===== config.mk =====
export PLATFORM = sky130hd
export DESIGN_NAME = fiq_irq_intc
export DESIGN_NICKNAME = d
export VERILOG_FILES = /design/src/rtl/intc_pkg.sv /design/src/rtl/intc_ctrl.sv /design/src/rtl/intc_datapath.sv /design/src/rtl/fiq_irq_intc.sv
export SDC_FILE = /design/constraint.sdc
export NUM_CORES = 1
export LEC_CHECK = 0
export BUFFER_PORTS_ARGS = -buffer_cell sky130_fd_sc_hd__buf_2
export CAP_MARGIN = 40
export CELL_PAD_IN_SITES_DETAIL_PLACEMENT = 1
export CELL_PAD_IN_SITES_GLOBAL_PLACEMENT = 1
export CORE_MARGIN = 2
export CORE_UTILIZATION = 31
export DETAILED_ROUTE_END_ITERATION = 12
export PLACE_DENSITY_LB_ADDON = 0.1
export SYNTH_ARGS = -nofsm -noshare
export SYNTH_HDL_FRONTEND = slang
export SYNTH_HIERARCHICAL = 1
export SYNTH_SLANG_ARGS = --single-unit

===== constraint.sdc =====
create_clock -name clk -period 3.9 [get_ports clk]
set_clock_uncertainty 0.05 [all_clocks]
set_input_delay 0.195 -clock clk [delete_from_list [all_inputs] [get_ports clk]]
set_output_delay 0.195 -clock clk [all_outputs]
set_load 0.02 [all_outputs]

===== src/rtl/intc_pkg.sv =====
package intc_pkg;
  localparam int DATA_W = 32;
  localparam int ADDR_W = 8;
  localparam int SLOT_W = 6;
  localparam int PRIO_W = SLOT_W + 1;
  localparam int LO_SLOTS = 32;

  localparam logic [ADDR_W-1:0] OFF_IRQ0    = 8'h00;
  localparam logic [ADDR_W-1:0] OFF_EN0     = 8'h04;
  localparam logic [ADDR_W-1:0] OFF_CLS0    = 8'h08;
  localparam logic [ADDR_W-1:0] OFF_FIQ0    = 8'h0C;
  localparam logic [ADDR_W-1:0] OFF_RAW0    = 8'h10;
  localparam logic [ADDR_W-1:0] OFF_IDLE    = 8'h14;
  localparam logic [ADDR_W-1:0] OFF_BEST    = 8'h18;
  localparam logic [ADDR_W-1:0] OFF_PRIO_LO = 8'h1C;
  localparam logic [ADDR_W-1:0] OFF_IRQ1    = 8'h9C;
  localparam logic [ADDR_W-1:0] OFF_EN1     = 8'hA0;
  localparam logic [ADDR_W-1:0] OFF_CLS1    = 8'hA4;
  localparam logic [ADDR_W-1:0] OFF_FIQ1    = 8'hA8;
  localparam logic [ADDR_W-1:0] OFF_RAW1    = 8'hAC;
  localparam logic [ADDR_W-1:0] OFF_PRIO_HI = 8'hB0;

  typedef enum logic [3:0] {
    RD_NONE, RD_IRQ0, RD_EN0, RD_CLS0, RD_FIQ0, RD_RAW0, RD_IDLE, RD_BEST,
    RD_PRIO, RD_IRQ1, RD_EN1, RD_CLS1, RD_FIQ1, RD_RAW1
  } rdSel_e;

  typedef struct packed {
    logic              wrEn0;
    logic              wrEn1;
    logic              wrCls0;
    logic              wrCls1;
    logic              wrIdle;
    logic              wrPrio;
    logic [SLOT_W-1:0] slot;
    rdSel_e            rdSel;
  } ctlStrobe_t;
endpackage


===== src/rtl/intc_ctrl.sv =====
module intc_ctrl
  import intc_pkg::*;
#(
  parameter int NUM_SRC = 40
) (
  input  logic              clk,
  input  logic              rstN,
  input  logic [ADDR_W-1:0] addr,
  input  logic              wrEn,
  output ctlStrobe_t        strb
);
  localparam int HI_SLOTS = NUM_SRC - LO_SLOTS;
  localparam logic [ADDR_W-1:0] LO_LAST = OFF_PRIO_LO + ADDR_W'(4 * (LO_SLOTS - 1));
  localparam logic [ADDR_W-1:0] HI_LAST = OFF_PRIO_HI + ADDR_W'(4 * (HI_SLOTS - 1));

  logic [ADDR_W-1:0] loDiff;
  logic [ADDR_W-1:0] hiDiff;

  assign loDiff = addr - OFF_PRIO_LO;
  assign hiDiff = addr - OFF_PRIO_HI;

  always_comb begin
    strb       = '0;
    strb.rdSel = RD_NONE;
    if (addr[1:0] == 2'b00) begin
      unique case (addr)
        OFF_IRQ0: strb.rdSel = RD_IRQ0;
        OFF_FIQ0: strb.rdSel = RD_FIQ0;
        OFF_RAW0: strb.rdSel = RD_RAW0;
        OFF_BEST: strb.rdSel = RD_BEST;
        OFF_IRQ1: strb.rdSel = RD_IRQ1;
        OFF_FIQ1: strb.rdSel = RD_FIQ1;
        OFF_RAW1: strb.rdSel = RD_RAW1;
        OFF_EN0:  begin strb.rdSel = RD_EN0;  strb.wrEn0  = wrEn; end
        OFF_EN1:  begin strb.rdSel = RD_EN1;  strb.wrEn1  = wrEn; end
        OFF_CLS0: begin strb.rdSel = RD_CLS0; strb.wrCls0 = wrEn; end
        OFF_CLS1: begin strb.rdSel = RD_CLS1; strb.wrCls1 = wrEn; end
        OFF_IDLE: begin strb.rdSel = RD_IDLE; strb.wrIdle = wrEn; end
        default: begin
          if (addr >= OFF_PRIO_LO && addr <= LO_LAST) begin
            strb.rdSel  = RD_PRIO;
            strb.wrPrio = wrEn;
            strb.slot   = loDiff[SLOT_W+1:2];
          end else if (addr >= OFF_PRIO_HI && addr <= HI_LAST) begin
            strb.rdSel  = RD_PRIO;
            strb.wrPrio = wrEn;
            strb.slot   = SLOT_W'(LO_SLOTS) + hiDiff[SLOT_W+1:2];
          end
        end
      endcase
    end
  end

  // At most one storage element is written per cycle.
  assert_one_target_R9: assert property (@(posedge clk) disable iff (!rstN)
    $onehot0({strb.wrEn0, strb.wrEn1, strb.wrCls0, strb.wrCls1, strb.wrIdle, strb.wrPrio}));

  // A misaligned offset never produces a read selection or a write.
  assert_misaligned_quiet_R9: assert property (@(posedge clk) disable iff (!rstN)
    (addr[1:0] != 2'b00) |-> (strb.rdSel == RD_NONE && !strb.wrPrio && !strb.wrIdle));
endmodule


===== src/rtl/intc_datapath.sv =====
module intc_datapath
  import intc_pkg::*;
#(
  parameter int NUM_SRC = 40
) (
  input  logic                      clk,
  input  logic                      rstN,
  input  ctlStrobe_t                strb,
  input  logic [NUM_SRC-1:0]        srcLevel,
  input  logic                      cpuIdle,
  input  logic [DATA_W-1:0]         wrData,
  input  logic [DATA_W-1:0]         bestResult,
  output logic [DATA_W-1:0]         rdData,
  output logic [NUM_SRC*PRIO_W-1:0] prioTable,
  output logic                      fiqOut,
  output logic                      irqOut,
  output logic                      wakeOut
);
  localparam int HI_W = NUM_SRC - LO_SLOTS;

  logic [LO_SLOTS-1:0] pend0, en0, cls0;
  logic [HI_W-1:0]     pend1, en1, cls1;
  logic                unmaskedOnly;
  logic [PRIO_W-1:0]   prio [NUM_SRC];

  logic [LO_SLOTS-1:0] irqV0, fiqV0, wake0;
  logic [HI_W-1:0]     irqV1, fiqV1, wake1;
  logic [PRIO_W-1:0]   prioRd;

  always_ff @(posedge clk) begin
    if (!rstN) begin
      pend0        <= '0;
      pend1        <= '0;
      en0          <= '0;
      en1          <= '0;
      cls0         <= '0;
      cls1         <= '0;
      unmaskedOnly <= 1'b0;
    end else begin
      pend0 <= srcLevel[LO_SLOTS-1:0];
      pend1 <= srcLevel[NUM_SRC-1:LO_SLOTS];
      if (strb.wrEn0)  en0  <= wrData[LO_SLOTS-1:0];
      if (strb.wrEn1)  en1  <= wrData[HI_W-1:0];
      if (strb.wrCls0) cls0 <= wrData[LO_SLOTS-1:0];
      if (strb.wrCls1) cls1 <= wrData[HI_W-1:0];
      if (strb.wrIdle) unmaskedOnly <= wrData[0];
    end
  end

  always_ff @(posedge clk) begin
    for (int i = 0; i < NUM_SRC; i++) begin
      if (!rstN) begin
        prio[i] <= '0;
      end else if (strb.wrPrio && strb.slot == SLOT_W'(i)) begin
        prio[i] <= {wrData[DATA_W-1], wrData[SLOT_W-1:0]};
      end
    end
  end

  for (genvar g = 0; g < NUM_SRC; g++) begin : g_flat
    assign prioTable[g*PRIO_W +: PRIO_W] = prio[g];
  end

  assign irqV0 = pend0 & ~cls0 & en0;
  assign irqV1 = pend1 & ~cls1 & en1;
  assign fiqV0 = pend0 & cls0 & en0;
  assign fiqV1 = pend1 & cls1 & en1;
  assign fiqOut = (|fiqV0) | (|fiqV1);
  assign irqOut = (|irqV0) | (|irqV1);

  assign wake0   = pend0 & (en0 | {LO_SLOTS{~unmaskedOnly}});
  assign wake1   = pend1 & (en1 | {HI_W{~unmaskedOnly}});
  assign wakeOut = cpuIdle & ((|wake0) | (|wake1));

  assign prioRd = (int'(strb.slot) < NUM_SRC) ? prio[strb.slot] : '0;

  always_comb begin
    unique case (strb.rdSel)
      RD_IRQ0: rdData = irqV0;
      RD_EN0:  rdData = en0;
      RD_CLS0: rdData = cls0;
      RD_FIQ0: rdData = fiqV0;
      RD_RAW0: rdData = pend0;
      RD_IDLE: rdData = {{(DATA_W-1){1'b0}}, unmaskedOnly};
      RD_BEST: rdData = bestResult;
      RD_PRIO: rdData = {prioRd[PRIO_W-1], {(DATA_W-PRIO_W){1'b0}}, prioRd[SLOT_W-1:0]};
      RD_IRQ1: rdData = DATA_W'(irqV1);
      RD_EN1:  rdData = DATA_W'(en1);
      RD_CLS1: rdData = DATA_W'(cls1);
      RD_FIQ1: rdData = DATA_W'(fiqV1);
      RD_RAW1: rdData = DATA_W'(pend1);
      default: rdData = '0;
    endcase
  end

  assert_pend_tracks_R2: assert property (@(posedge clk) disable iff (!rstN)
    $past(rstN) |-> ({pend1, pend0} == $past(srcLevel)));

  assert_fiq_needs_cfg_R5: assert property (@(posedge clk) disable iff (!rstN)
    fiqOut |-> (|({en1, en0} & {cls1, cls0} & $past(srcLevel))));

  assert_irq_needs_cfg_R5: assert property (@(posedge clk) disable iff (!rstN)
    irqOut |-> (|({en1, en0} & ~{cls1, cls0})));

  assert_wake_needs_idle_R6: assert property (@(posedge clk) disable iff (!rstN)
    wakeOut |-> (cpuIdle && (|{pend1, pend0})));

  assert_enable_holds_R3: assert property (@(posedge clk) disable iff (!rstN)
    !$past(strb.wrEn0) && $past(rstN) |-> $stable(en0));

  assert_views_disjoint_R4: assert property (@(posedge clk) disable iff (!rstN)
    ((irqV0 & fiqV0) == '0) && ((irqV1 & fiqV1) == '0));
endmodule


===== src/rtl/fiq_irq_intc.sv =====
module fiq_irq_intc
  import intc_pkg::*;
#(
  parameter int NUM_SRC = 40
) (
  input  logic                      clk,
  input  logic                      rstN,
  input  logic [NUM_SRC-1:0]        srcLevel,
  input  logic                      cpuIdle,
  input  logic [ADDR_W-1:0]         regAddr,
  input  logic                      regWrEn,
  input  logic [DATA_W-1:0]         regWrData,
  output logic [DATA_W-1:0]         regRdData,
  input  logic [DATA_W-1:0]         bestResult,
  output logic [NUM_SRC*PRIO_W-1:0] prioTable,
  output logic                      fiqOut,
  output logic                      irqOut,
  output logic                      wakeOut
);
  ctlStrobe_t strb;

  intc_ctrl #(.NUM_SRC(NUM_SRC)) u_ctrl (
    .clk  (clk),
    .rstN (rstN),
    .addr (regAddr),
    .wrEn (regWrEn),
    .strb (strb)
  );

  intc_datapath #(.NUM_SRC(NUM_SRC)) u_dp (
    .clk        (clk),
    .rstN       (rstN),
    .strb       (strb),
    .srcLevel   (srcLevel),
    .cpuIdle    (cpuIdle),
    .wrData     (regWrData),
    .bestResult (bestResult),
    .rdData     (regRdData),
    .prioTable  (prioTable),
    .fiqOut     (fiqOut),
    .irqOut     (irqOut),
    .wakeOut    (wakeOut)
  );
endmodule


-- After elaboration in Yosys (flattened, before gate mapping)
Memories as Yosys holds them, arrays and structs flattened.
Cells that the tools add are included.
- $add $sub $neg: 3
- magnitude comparators: 5
- equality and inequality tests: 63
- multiplexer cells: 173
- bitwise operators: 59
- reductions and logical operators: 52
- operators with widths (operator ; count):
    32-bit one-hot mux with 13 select lines ; 1
    7-bit two-way mux ; 42
    32-bit bitwise AND ; 5
    1-bit two-way mux ; 126
    6-bit by 5-bit equality test with 1-bit output, second input constant ; 16
    32-bit OR reduction ; 3
    6-bit by 4-bit equality test with 1-bit output, second input constant ; 8
    6-bit equality test, second input constant ; 8
    4-bit one-hot mux with 12 select lines ; 1
    1-bit OR ; 43
    1-bit logical AND ; 42
    8-bit bitwise AND ; 5
    8-bit equality test, second input constant ; 5
    32-bit NOT ; 1
    32-bit OR ; 1
    4-bit equality test, second input constant ; 6
    6-bit by 3-bit equality test with 1-bit output, second input constant ; 4
    8-bit by 5-bit equality test with 1-bit output, second input constant ; 3
    8-bit OR reduction ; 3
    11-bit two-way mux ; 2
    4-bit by 3-bit equality test with 1-bit output, second input constant ; 4
    8-bit by 4-bit equality test with 1-bit output, second input constant ; 2
    8-bit less-or-equal comparator, second input constant ; 2
    16-bit two-way mux ; 1
    other kinds (19) ; 21
- register bits: 121
- memory bits (writable): 280
- input port bits: 116
- output and inout port bits: 315
- memories: 1
- memories (memory ; words ; bits a word ; read ports ; clocked after memory_dff ; write ports ; line ; text):
    u_dp.prio ; 40 ; 7 ; 41 ; 0 ; 40 ; intc_datapath.sv:24 ; logic [PRIO_W-1:0] prio [NUM_SRC];

-- Logic depth before layout (Yosys ltp)
- depth after elaboration: 12
- depth in mapped cells: 17
- depth with buffers taken out: 12

-- Hierarchy
The synthesis kept the hierarchy.
- modules (own cells, without submodules) (module ; times used ; cells an instance ; area an instance (um2)):
    intc_datapath ; 1 ; 1686 ; 19836.5
    intc_ctrl ; 1 ; 105 ; 680.7

-- Least setup slack after synthesis
Ideal clock, no wire load.
- kind: input to register
- start point: input regAddr[5]
- end point: memory u_dp/prio[18][0] (netlist bit), enable pin
- library setup time: 0.381 ns
- arrival time: 3.122 ns
- slack: 0.347 ns
- cell stages on the path: 15
- buffers on the path: 5
- path through: inv_1 -> ha_1 -> buf_2 -> nand2_1 -> o211a_1 -> a21oi_1 -> or3_1 -> a21oi_1 -> buf_6 -> buf_8 -> buf_4 -> buf_2 -> and2b_1 -> nand2_1 -> o21ai_0
- RTL lines (what ; line ; text):
    from (decl) ; fiq_irq_intc.sv:10 ; input logic [ADDR_W-1:0] regAddr,
    to (decl) ; intc_datapath.sv:24 ;

==> tab_implementation.tex <==
\begin{tabular}{lr}
\hline
Metric & Value \\
\hline
\multicolumn{2}{l}{\textbf{Synth}} \\
Synthesized cell area & 20,500 µm² \\
Dominant combinational cell family by area after synthesis & simple AND/OR/NAND/NOR gates \\
Net Count, Synth & approximately 1,900 \\
Sequential share of the synthesized area & between 50\% and 60\% \\
Synth warn & 6 \\
Average cell area after synthesis & 11.5 µm² \\
Top area cells in the synthesized netlist & sky130\_fd\_sc\_hd\_\_edfxtp\_1 41\%, sky130\_fd\_sc\_hd\_\_dfxtp\_1 12\%, sky130\_fd\_sc\_hd\_\_and2\_1 9.9\% \\
Library cell with the largest summed area after synthesis & sky130\_fd\_sc\_hd\_\_edfxtp\_1 \\
Parity-gate share of the synthesized area counting xor and xnor cells & 0.128\% \\
Synthesized-area fraction occupied by adder cells & less than 1\% \\
Most numerous cell in the Yosys netlist & sky130\_fd\_sc\_hd\_\_and2\_1 \\
Count of distinct cell types in the synthesized netlist & between 70 and 80 \\
Ys flop type & sky130\_fd\_sc\_hd\_\_edfxtp\_1 \\
Area share of the largest cell type after synthesis & 41.0\% \\
Multiplexer share of the synthesized area & between 10\% and 20\% \\
Number of synthesized flops with an enable pin & 280 \\
Area fraction in and, or, nand and nor cells after synthesis & between 20\% and 30\% \\
Area fraction in compound gates after synthesis & under 10\% \\
Asr flop ratio synth & 0\% \\
Register bit total from synthesis & between 400 and 500 \\
Post-Syn Instances & around 1,800 \\
Leading post-synthesis cells by instance count & 325 x sky130\_fd\_sc\_hd\_\_and2\_1, 280 x sky130\_fd\_sc\_hd\_\_edfxtp\_1, 121 x sky130\_fd\_sc\_hd\_\_dfxtp\_1 \\
\multicolumn{2}{l}{\textbf{Clocking}} \\
Number of buffers created by CTS & about 50 \\
Depth of the CTS H-tree & 2 \\
Clock tree from TritonCTS & built \\
Latest clock arrival within the worst-skew pair & $\sim$0.60 ns \\
Buffer depth of the longest clock path & 3 \\
Sink Count & 401 \\
Clock transition time at the flip-flop clock pins of the worst setup and hold paths & roughly 0.060 ns \\
Buffer cell driving the clock tree root & sky130\_fd\_sc\_hd\_\_clkbuf\_16 \\
\multicolumn{2}{l}{\textbf{Placed design}} \\
Detailed placement HPWL & roughly 71 mm \\
\# port buffers & between 400 and 500 \\
Cells after DPL & about 3,100 \\
Global placer's final weighted congestion & 0.928 \\
\multicolumn{2}{l}{\textbf{Pwr}} \\
Switching power & around 2.9 mW \\
Total internal power & between 7 and 8 mW \\
Power density normalized to cell area & between 300 and 400 nW/µm² \\
Leakage power figure & approximately 10 nW \\
Sequential fraction of design power & a little under half \\
Net Sw Frac & a little over a quarter \\
Relative contribution of combinational cells to total power & 11.9\% \\
Share of total power in the clock network & 42.9\% \\
Maximum ir drop on the vdd rail & approximately 350 µV \\
\multicolumn{2}{l}{\textbf{STA}} \\
Post-Route Hold Slack & between 0.04 and 0.05 ns \\
Count of final hold-check violations & 0 \\
Slew @ Worst Pin & $\sim$0.67 ns \\
Final Slew Violations & 0 \\
Tcrit/Tclk final & a little over nine tenths \\
Slew headroom & 55.5\% \\
Unrepaired setup endpoints after global routing & yes \\
Time the worst path needs with I/O delays and setup & $\sim$3.8 ns \\
Achievable clock frequency & between 0.2 and 0.3 GHz \\
Number of endpoints failing setup at the final stage & 0 \\
\multicolumn{2}{l}{\textbf{GRT}} \\
Total overflow reported by the global router & 0 \\
Maximum number of pins on one net before global-route repair & 64 \\
Vias in the first global route & between 15,000 and 20,000 \\
Global-route wire length before repair & 132 mm \\
Number of antenna violations at the first check in global routing & 1 \\
GRT Resource Usage Total & 26.7\% \\
\multicolumn{2}{l}{\textbf{Critical path}} \\
CP Data Required Time & between 3 and 4 ns \\
Type of element launching the critical path & primary input \\
WP data arrival & 3.58 ns \\
Slack of the worst reg-to-reg path & 2.96 ns \\
R2R Path End & u\_dp/unmaskedOnly\$\_SDFFE\_PN0P\_ \\
Worst r2r src & u\_dp/unmaskedOnly\$\_SDFFE\_PN0P\_ \\
Critical path start-end classification & in -> out \\
Max FO, Critical Path & 11 \\
Worst-case reg-to-reg path depth & 2 \\
Crit path capture type & output port \\
\multicolumn{2}{l}{\textbf{Drt}} \\
Remaining antenna violation count after routing & 0 \\
1st-pass router iterations & 6 \\
Number of design-rule violations left by the first detailed-router iteration & $\sim$1,700 \\
Number of DRC violations after detailed routing & 0 \\
Wire length per cell after detailed routing & roughly 28 µm \\
Vias/cell & approximately 5.4 \\
Drt total wl & between 90 and 100 mm \\
Overall via count from detail\_route & 17,800 \\
\multicolumn{2}{l}{\textbf{Floorplan}} \\
Overall die area & between 60,000 and 70,000 µm² \\
Std-Cell Core Area & around 66,000 µm² \\
Site Rows & between 90 and 100 \\
Die extent in x & roughly 260 µm \\
Die Y & between 200 and 300 µm \\
Num ports & around 430 \\
Effective utilization at floorplan & a little under a third \\
\multicolumn{2}{l}{\textbf{Worst hold path}} \\
Worst hold stages & 3 \\
Beginning of the worst hold path & regWrData[1] \\
Path type of the worst min-delay path & in -> reg \\
Sink of the worst hold path & u\_dp/cls1[1]\$\_SDFFE\_PN0P\_ \\
\multicolumn{2}{l}{\textbf{Cells and area}} \\
Fraction of layout instances using a drive strength above 1 & 33.9\% \\
Count of non-filler cells in the finished layout & about 3,300 \\
Filler Cell Count & between 7,000 and 8,000 \\
Post-layout net count & 2,533 \\
Relative area change from synthesis to final layout & 34.7\% \\
Number of diodes added for antenna fixing & 0 \\
\multicolumn{2}{l}{\textbf{Outcome}} \\
Run status & complete, no violations \\
\multicolumn{2}{l}{\textbf{Run}} \\
Max-capacitance violation count & 0 \\
\hline
\end{tabular}
## through the flow
stage          TNS, ns  total power, mW  cell area (µm²)  utilization, %  worst slack [ns]
2_1_floorplan        0             5.51            20500               -             0.347
3_3_place_gp    -0.466             6.18            24600            37.6            -0.239
3_5_place_dp    -0.909             6.20            24800            37.8            -0.305
4_1_cts              0             11.0            27500            41.8          0.000500
5_1_grt         -0.101             11.3            27600            42.1           -0.0403
6_report             0             10.9            27600            42.1            0.0760
## kinds of logic (layout without fill, tap and decap cells)
| family | after synthesis | count (layout) |
|---|---|---|
| multiplexers | 175 | 175 |
| buffers and inverters | 142 | 799 |
| XOR/XNOR | 3 | 3 |
| flip-flops | 401 | 401 |
| AO/OA/AOI/OAI | 270 | 270 |
| adder cells (fa/ha/maj) | 10 | 10 |
| AND/OR/NAND/NOR | 790 | 790 |
## layer usage
metal / global-route usage, % / wire [µm] / up-vias
met1: 31.7 / 36400 / 9182
met5: 0 / 0 / -
li1: - / - / 7863
met2: 49.4 / 49200 / 651
met4: 9.30 / 3070 / 0
met3: 3.26 / 4530 / 145
## final cells by class
cell class,count,area [µm²],area share [%]
clock buffer,68,1320,4.77
multi-input combinational,1248,9350,33.8
clock inverter,24,317,1.15
inverter,20,80.1,0.290
timing repair buffer,687,4650,16.8
tap,864,1080,3.91
sequential,401,10800,39.2
## worst max path at each step
stage,start,cells past startpoint,slack (ns),to
after floorplan,regAddr[5],15,0.35,u_dp/prio[18][0]$_SDFFCE_PN0P_
after global placement,regAddr[5],21,-0.24,regRdData[2]
after detailed placement,regAddr[2],19,-0.31,regRdData[2]
after CTS,regAddr[3],19,0.0005,regRdData[3]
after global routing,regAddr[2],20,-0.04,regRdData[0]
final,regAddr[6],18,0.08,regRdData[0]
## worst max-delay path, cell delays in order
cell                        delay, ns
sky130_fd_sc_hd__buf_2           0.17
sky130_fd_sc_hd__or3_4           0.38
sky130_fd_sc_hd__o211a_1         0.25
sky130_fd_sc_hd__a21oi_2         0.17
sky130_fd_sc_hd__buf_4           0.16
sky130_fd_sc_hd__a2bb2oi_4       0.06
sky130_fd_sc_hd__nor2_4          0.13
sky130_fd_sc_hd__buf_12          0.16
sky130_fd_sc_hd__buf_16          0.15
sky130_fd_sc_hd__buf_6           0.11
sky130_fd_sc_hd__mux4_2          0.49
sky130_fd_sc_hd__mux2i_1         0.14
sky130_fd_sc_hd__buf_4           0.17
sky130_fd_sc_hd__o2bb2ai_4       0.08
sky130_fd_sc_hd__o31ai_4         0.30
sky130_fd_sc_hd__buf_6           0.16
sky130_fd_sc_hd__nand3b_1        0.13
sky130_fd_sc_hd__buf_6           0.16
## power groups by stage
stage	clock network [mW]	registers (mW)	logic, mW
2_1_floorplan	0	5.10	0.406
3_3_place_gp	0	5.02	1.15
3_5_place_dp	0	5.02	1.18
4_1_cts	4.78	4.93	1.29
5_1_grt	4.96	4.94	1.37
6_report	4.69	4.93	1.30
## registers in the layout, summed over array words and instances (netlist names)
| name | cells |
|---|---|
| u_dp/pend0 | 32 |
| u_dp/cls0 | 32 |
| u_dp/cls1 | 8 |
| u_dp/pend1 | 8 |
| u_dp/prio | 280 |
| u_dp/en0 | 32 |
| u_dp/en1 | 8 |
| u_dp/unmaskedOnly | 1 |
## placed cells by master, fill, tap and decap left out, types with 26 or more instances in the layout
| cell | n |
|---|---|
| sky130_fd_sc_hd__nor2_1 | 69 |
| sky130_fd_sc_hd__a22oi_1 | 26 |
| sky130_fd_sc_hd__mux4_2 | 68 |
| sky130_fd_sc_hd__clkbuf_16 | 50 |
| sky130_fd_sc_hd__buf_2 | 422 |
| sky130_fd_sc_hd__buf_4 | 160 |
| sky130_fd_sc_hd__nand2_1 | 111 |
| sky130_fd_sc_hd__dlygate4sd3_1 | 66 |
| sky130_fd_sc_hd__nand3_1 | 61 |
| sky130_fd_sc_hd__mux2i_1 | 94 |
| sky130_fd_sc_hd__o21ai_0 | 86 |
| sky130_fd_sc_hd__nor2b_1 | 91 |
| sky130_fd_sc_hd__dfxtp_1 | 121 |
| sky130_fd_sc_hd__edfxtp_1 | 280 |
| sky130_fd_sc_hd__nor3b_1 | 29 |
| sky130_fd_sc_hd__and2_1 | 325 |
## what timing repair did
| item | 4_1_cts | 5_1_grt |
|---|---|---|
| gates cloned | 2 | 1 |
| pin swaps | 12 | 20 |
| hold buffers | 66 | 0 |
| endpoints found under the setup margin | 7 | 8 |
| resized for setup | 54 | 36 |
| endpoints found under the hold margin | 99 | 0 |
| setup buffers | 15 | 10 |
No activity file was read; power rests on OpenSTA's default activity.
